## config.mk

```make
export PLATFORM = sky130hd
export DESIGN_NAME = fetch_decoder
export DESIGN_NICKNAME = d
export VERILOG_FILES = /design/src/rtl/fd_pkg.sv /design/src/rtl/fd_imem.sv /design/src/rtl/fd_field_split.sv /design/src/rtl/fd_status.sv /design/src/rtl/fetch_decoder.sv
export SDC_FILE = /design/constraint.sdc
export NUM_CORES = 2
export LEC_CHECK = 0
export CORE_ASPECT_RATIO = 1.2
export CORE_MARGIN = 3
export CORE_UTILIZATION = 25
export CTS_BUF_LIST = sky130_fd_sc_hd__clkbuf_2
export CTS_CLUSTER_SIZE = 14
export DETAILED_ROUTE_END_ITERATION = 7
export DONT_BUFFER_PORTS = 1
export PLACE_DENSITY = 0.42
export RECOVER_POWER = 25
export SLEW_MARGIN = 20
export SYNTH_ARGS = -nofsm -noshare
export SYNTH_HDL_FRONTEND = slang
export SYNTH_SLANG_ARGS = --single-unit
```

## constraint.sdc

```tcl
create_clock -name clk -period 18.4 [get_ports clk]
set_input_delay 3.68 -clock clk [delete_from_list [all_inputs] [get_ports clk]]
set_output_delay 3.68 -clock clk [all_outputs]
set_load 0.05 [all_outputs]
```

## src/rtl/fd_pkg.sv

```systemverilog
package fd_pkg;
  localparam int WIN_BYTES   = 10;
  localparam int CONST_BYTES = 8;
  localparam int CONST_W     = CONST_BYTES * 8;
  localparam int ADR_PROBE   = 5;

  localparam logic [3:0] REG_NONE   = 4'hF;
  localparam logic [3:0] OP_HALT    = 4'h0;
  localparam logic [3:0] OP_NOP     = 4'h1;
  localparam logic [3:0] FN_NONE    = 4'h0;
  localparam logic [3:0] OP_LAST_OK = 4'hB;

  typedef enum logic [2:0] {
    ST_BUB = 3'd0,
    ST_AOK = 3'd1,
    ST_HLT = 3'd2,
    ST_ADR = 3'd3,
    ST_INS = 3'd4
  } fstat_e;

  function automatic logic op_has_regs(input logic [3:0] op);
    case (op)
      4'h2, 4'h3, 4'h4, 4'h5, 4'h6, 4'hA, 4'hB: op_has_regs = 1'b1;
      default:                                  op_has_regs = 1'b0;
    endcase
  endfunction

  function automatic logic op_has_const(input logic [3:0] op);
    case (op)
      4'h3, 4'h4, 4'h5, 4'h7, 4'h8: op_has_const = 1'b1;
      default:                      op_has_const = 1'b0;
    endcase
  endfunction
endpackage

```

## src/rtl/fd_imem.sv

```systemverilog
module fd_imem
  import fd_pkg::*;
#(
  parameter int DEPTH = 64,
  parameter int PC_W  = 64,
  parameter int LD_AW = 8
) (
  input  logic                      clk,
  input  logic                      rst_n,
  input  logic                      ld_valid,
  output logic                      ld_ready,
  input  logic [LD_AW-1:0]          ld_addr,
  input  logic [7:0]                ld_data,
  input  logic [PC_W-1:0]           pc,
  output logic [WIN_BYTES*8-1:0]    win_flat,
  output logic                      adr_err
);
  localparam int IDX_W = (DEPTH > 1) ? $clog2(DEPTH) : 1;
  localparam logic [LD_AW:0] DEPTH_LD = (LD_AW+1)'(DEPTH);
  localparam logic [PC_W:0]  DEPTH_PC = (PC_W+1)'(DEPTH);

  logic [7:0] store [DEPTH];
  logic       ld_in_rng;
  logic [WIN_BYTES-1:0] rd_in_rng;

  assign ld_ready  = 1'b1;
  assign ld_in_rng = {1'b0, ld_addr} < DEPTH_LD;

  always_ff @(posedge clk) begin
    if (!rst_n) begin
      for (int i = 0; i < DEPTH; i++) store[i] <= 8'h00;
    end else if (ld_valid && ld_in_rng) begin
      store[ld_addr[IDX_W-1:0]] <= ld_data;
    end
  end

  for (genvar k = 0; k < WIN_BYTES; k++) begin : g_rd
    logic [PC_W:0] rd_addr;
    assign rd_addr      = {1'b0, pc} + (PC_W+1)'(k);
    assign rd_in_rng[k] = rd_addr < DEPTH_PC;
    assign win_flat[8*k +: 8] = rd_in_rng[k] ? store[rd_addr[IDX_W-1:0]] : 8'h00;
  end

  assign adr_err = !rd_in_rng[0] || !rd_in_rng[ADR_PROBE];


  load_write_chk: assert property (@(posedge clk) disable iff (!rst_n)
    (ld_valid && ld_in_rng) |=> (store[$past(ld_addr[IDX_W-1:0])] == $past(ld_data)));
endmodule

```

## src/rtl/fd_field_split.sv

```systemverilog
module fd_field_split
  import fd_pkg::*;
#(
  parameter int PC_W = 64
) (
  input  logic [WIN_BYTES*8-1:0] win_flat,
  input  logic [PC_W-1:0]        pc,
  output logic [3:0]             op_raw,
  output logic [3:0]             fn_raw,
  output logic [3:0]             ra,
  output logic [3:0]             rb,
  output logic [CONST_W-1:0]     valc,
  output logic [PC_W-1:0]        valp
);
  logic has_regs;
  logic has_const;
  logic [PC_W-1:0] len;

  assign op_raw    = win_flat[7:4];
  assign fn_raw    = win_flat[3:0];
  assign has_regs  = op_has_regs(op_raw);
  assign has_const = op_has_const(op_raw);

  always_comb begin
    if (has_regs) begin
      ra = win_flat[15:12];
      rb = win_flat[11:8];
    end else begin
      ra = REG_NONE;
      rb = REG_NONE;
    end
    if (!has_const)     valc = '0;
    else if (has_regs)  valc = win_flat[16 +: CONST_W];
    else                valc = win_flat[8 +: CONST_W];
  end

  assign len  = PC_W'(1) + PC_W'(has_regs) + (has_const ? PC_W'(CONST_BYTES) : PC_W'(0));
  assign valp = pc + len;
endmodule

```

## src/rtl/fd_status.sv

```systemverilog
module fd_status
  import fd_pkg::*;
(
  input  logic       adr_err,
  input  logic [3:0] op_raw,
  output logic [2:0] f_stat,
  output logic [2:0] pc_stat
);
  fstat_e st;

  always_comb begin
    if (adr_err)                 st = ST_ADR;
    else if (op_raw > OP_LAST_OK) st = ST_INS;
    else if (op_raw == OP_HALT)  st = ST_HLT;
    else                         st = ST_AOK;
  end

  assign f_stat  = st;
  assign pc_stat = (st == ST_AOK) ? ST_AOK : ST_BUB;
endmodule

```

## src/rtl/fetch_decoder.sv

```systemverilog
module fetch_decoder
  import fd_pkg::*;
#(
  parameter int DEPTH = 64,
  parameter int PC_W  = 64,
  parameter int LD_AW = 8
) (
  input  logic               clk,
  input  logic               rst_n,
  input  logic               ld_valid,
  output logic               ld_ready,
  input  logic [LD_AW-1:0]   ld_addr,
  input  logic [7:0]         ld_data,
  input  logic [PC_W-1:0]    pc,
  output logic [3:0]         icode,
  output logic [3:0]         ifun,
  output logic [3:0]         ra,
  output logic [3:0]         rb,
  output logic [CONST_W-1:0] valc,
  output logic [PC_W-1:0]    valp,
  output logic [2:0]         f_stat,
  output logic [2:0]         pc_stat
);
  logic [WIN_BYTES*8-1:0] win_flat;
  logic                   adr_err;
  logic [3:0]             op_raw;
  logic [3:0]             fn_raw;
  logic [PC_W-1:0]        span;

  fd_imem #(.DEPTH(DEPTH), .PC_W(PC_W), .LD_AW(LD_AW)) u_imem (
    .clk(clk), .rst_n(rst_n), .ld_valid(ld_valid), .ld_ready(ld_ready),
    .ld_addr(ld_addr), .ld_data(ld_data), .pc(pc),
    .win_flat(win_flat), .adr_err(adr_err)
  );

  fd_field_split #(.PC_W(PC_W)) u_split (
    .win_flat(win_flat), .pc(pc), .op_raw(op_raw), .fn_raw(fn_raw),
    .ra(ra), .rb(rb), .valc(valc), .valp(valp)
  );

  fd_status u_stat (
    .adr_err(adr_err), .op_raw(op_raw), .f_stat(f_stat), .pc_stat(pc_stat)
  );

  assign icode = adr_err ? OP_NOP  : op_raw;
  assign ifun  = adr_err ? FN_NONE : fn_raw;

  assign span = valp - pc;


  valp_span_chk: assert property (@(posedge clk) disable iff (!rst_n)
    (span == PC_W'(1)) || (span == PC_W'(2)) || (span == PC_W'(9)) || (span == PC_W'(10)));


  regs_len_chk: assert property (@(posedge clk) disable iff (!rst_n)
    ((ra != REG_NONE) || (rb != REG_NONE)) |-> ((span == PC_W'(2)) || (span == PC_W'(10))));


  valc_zero_chk: assert property (@(posedge clk) disable iff (!rst_n)
    ((span == PC_W'(1)) || (span == PC_W'(2))) |-> (valc == '0));


  adr_nop_chk: assert property (@(posedge clk) disable iff (!rst_n)
    (f_stat == ST_ADR) |-> ((icode == OP_NOP) && (ifun == FN_NONE)));


  next_stat_chk: assert property (@(posedge clk) disable iff (!rst_n)
    ((f_stat == ST_AOK) == (pc_stat == ST_AOK)) && ((pc_stat == ST_AOK) || (pc_stat == ST_BUB)));
endmodule

```

==> flow_summary.json <==
{
  "outcome": "finished, violations left",
  "violations": "max-capacitance violations, max-slew violations",
  "ctsHoldBuffers": 0,
  "ir_drop_mv": 0.04564,
  "place.port_buffers": 0,
  "layout_common_cells": "mux4_2 (762), edfxtp_1 (512), and2_1 (500)",
  "grt_max_degree": 610,
  "first_pass_iters": 6,
  "crit_fanout": 406,
  "dp_cells": 8706,
  "syn_area_per_cell_sq_um": 10.28,
  "synth_compound_area_share_pct": 10.62,
  "relSlewSlack_pct": -81.94,
  "period_needed_ns": 16.11,
  "fp.dieW_microns": 451.7,
  "hold_path_class": "primary input to register",
  "clk_pin_slew_ns": 0.15,
  "final_common_cell": "mux4_2",
  "postCtsSetupRepairBufs": 0,
  "whs_endpoint": "u_imem.store[13][2]",
  "fin_nets": 5781,
  "dp_hpwl_microns": 355600,
  "grt.total_usage_pct": 36.30,
  "routabilityCongestion": 1.073,
  "clock.fmax_mhz": 62.09,
  "hp-start": "ld_data[2]",
  "syn_area_sq_um": 59590,
  "rows": 195,
  "vias": 59270,
  "post_cts_resized": 0,
  "grt_antenna_before_repair": 45,
  "cts_max_level": 3,
  "largest_reg_flops": 512,
  "vias_per_cell": 6.589,
  "yosys_warnings": 0,
  "initial_core_util_pct": 25.23,
  "final.setup.tns_ns": 0,
  "worstSetupPathType": "primary input to primary output",
  "coreArea_sq_um": 236200,
  "synth_top_family_by_area": "multiplexers",
  "use_met2_pct": 58.22,
  "leakage_nw": 20.01,
  "grt_overflow_total": 0,
  "clock-sinks": 512,
  "grt.met3_usage_pct": 7.826,
  "finalPower_mw": 3.929,
  "hold_viol": 0,
  "tightest_slew_ns": 2.729,
  "worst_setup_path_end_kind": "primary output",
  "cts_root_buffer": "clkbuf_2",
  "crit_path_start_kind": "primary input",
  "crit_required_ns": 14.72,
  "drc": 0,
  "cts_tree": "yes",
  "drv_cap": 8,
  "grt_use_met1_pct": 38.83,
  "reg_top3": "u_imem.store: 512 flops",
  "yosysSeqAreaShare_pct": 25.80,
  "synth_ff_type": "edfxtp_1",
  "grt_pass1_vias": 55890,
  "whs_path_depth": 1,
  "synth_top_area_share_pct": 28.80,
  "wl_microns": 456500,
  "async_flop_share_pct": 0,
  "top_register": "u_imem.store",
  "synthSimpleGateAreaFrac_pct": 20.69,
  "busiest_layer": "met2",
  "post-place-ws_ns": 3.408,
  "area_delta_synth_final_pct": 10.45,
  "yosysUniqueCellTypes": 97,
  "die_y_microns": 540.8,
  "setup_slack_ns": 2.295,
  "synthTopCellsByArea": "mux4_2 (29%), edfxtp_1 (26%), and2_1 (5.7%), mux2i_1 (3.4%), xnor2_1 (3.0%)",
  "rsz0062_at_grt": "no",
  "pwr_density_cell_nw_per_um2": 59.70,
  "crit_arrival_ns": 12.43,
  "holdWs_ns": 2.469,
  "setup_viol": 0,
  "fin_cells": 8995,
  "drt-initial-drc-count": 8524,
  "syn_inst": 5799,
  "clock_path_buffers": 3,
  "grt_pass1_wl_microns": 588700,
  "synth_top_area_cell": "mux4_2",
  "synth_fa_ha_area_share_pct": 0.3485,
  "synth_mux_area_share_pct": 33.86,
  "io_pins": 234,
  "period_share_pct": 87.53,
  "wire_per_inst_microns": 50.75,
  "die-area_sq_um": 244300,
  "synth_xor_area_share_pct": 4.218,
  "maxSlewViolCount": 605,
  "synth_edf_count": 512,
  "synth-seq-cells": 512,
  "postRouteAntennaNets": 0,
  "layout-drive-gt1-share_pct": 26.51,
  "numCtsBuffers": 121
}
[worst max-delay path by stage]
stage          startpoint        to  slack, ns  cells past startpoint
2_1_floorplan       pc[0]     rb[1]       5.17                     21
3_3_place_gp       pc[21]  valp[51]       3.61                     20
3_5_place_dp       pc[21]  valp[60]       3.41                     18
4_1_cts            pc[21]  valp[60]       3.41                     18
5_1_grt            pc[21]  valp[60]       2.94                     18
6_report            pc[1]  valp[51]       2.29                     18
[power by group]
group,internal (mW),switching (mW),leakage [nW],total (mW)
sequential,1.34,0.119,4.86,1.46
clock,0.303,0.517,0.867,0.820
combinational,0.610,1.04,14.3,1.65
total,2.26,1.67,20.0,3.93
[Yosys cell counts (all sizes together), types with 12 or more instances]
cell,n
mux4,762
and2,546
edfxtp,512
nor2,431
nand2,406
clkbuf,369
buf,234
o21ai,230
a21oi,215
xnor2,207
mux2i,201
nand4,197
nor3,187
nand3,158
nor4,133
a211oi,121
mux2,89
xor2,80
a31oi,51
o22ai,43
a22oi,39
nor2b,39
or4,39
inv,38
o31ai,36
and4,31
or3,31
o211ai,27
and3,24
a41oi,22
o311ai,20
nor4b,18
o2111ai,18
nand2b,17
or2,17
ha,15
o31a,14
a22o,13
nand4b,13
a2111oi,12
a21o,12
[critical path: stages]
cell and delay, ns:
nor2_1 1.59, a22oi_1 0.15, o21ai_0 0.32, a21boi_0 0.23, and4b_1 0.37, a2111o_1 0.76, and2_2 0.35, inv_2 0.68
ha_1 0.31, a21o_1 0.12, a31o_2 0.23, nand2_1 0.14, nor2_1 0.48, nand3_1 0.28, nor2_1 0.26, and2_1 0.23
nand2_1 0.10, xnor2_1 0.86
[per-layer routing]
metal  vias to the layer above  wire, microns
met5                         -             82
met4                        12          58290
met3                      1346          37050
met2                      4398         209200
met1                     30630         151800
li1                      22880              -
[layout make-up]
cell class	instances	area (sq um)
fill	25110	170400
multi-input combinational	4640	42400
sequential	512	15370
tap	3152	3944
timing repair buffer	362	2613
clock buffer	173	865.8
clock inverter	47	290.3
inverter	45	171.4
antenna	64	160.2
[through the flow]
stage                     util [%]  cell area (sq um)
after CTS                    27.81              65670
final                        27.87              65820
after floorplan                  -              59590
after global routing         27.84              65740
after detailed placement     27.32              64510
after global placement       27.24              64330
[cell families after synthesis]
group | count (synthesis)
xor gates and xnor gates | 287
muxes | 1052
and+or+nand+nor | 2310
adders and majority gates | 16
buffers and inverters | 648
other | 2
DFF | 512
AOI/OAI and AO/OA | 972
(Power assumes the default switching activity.)
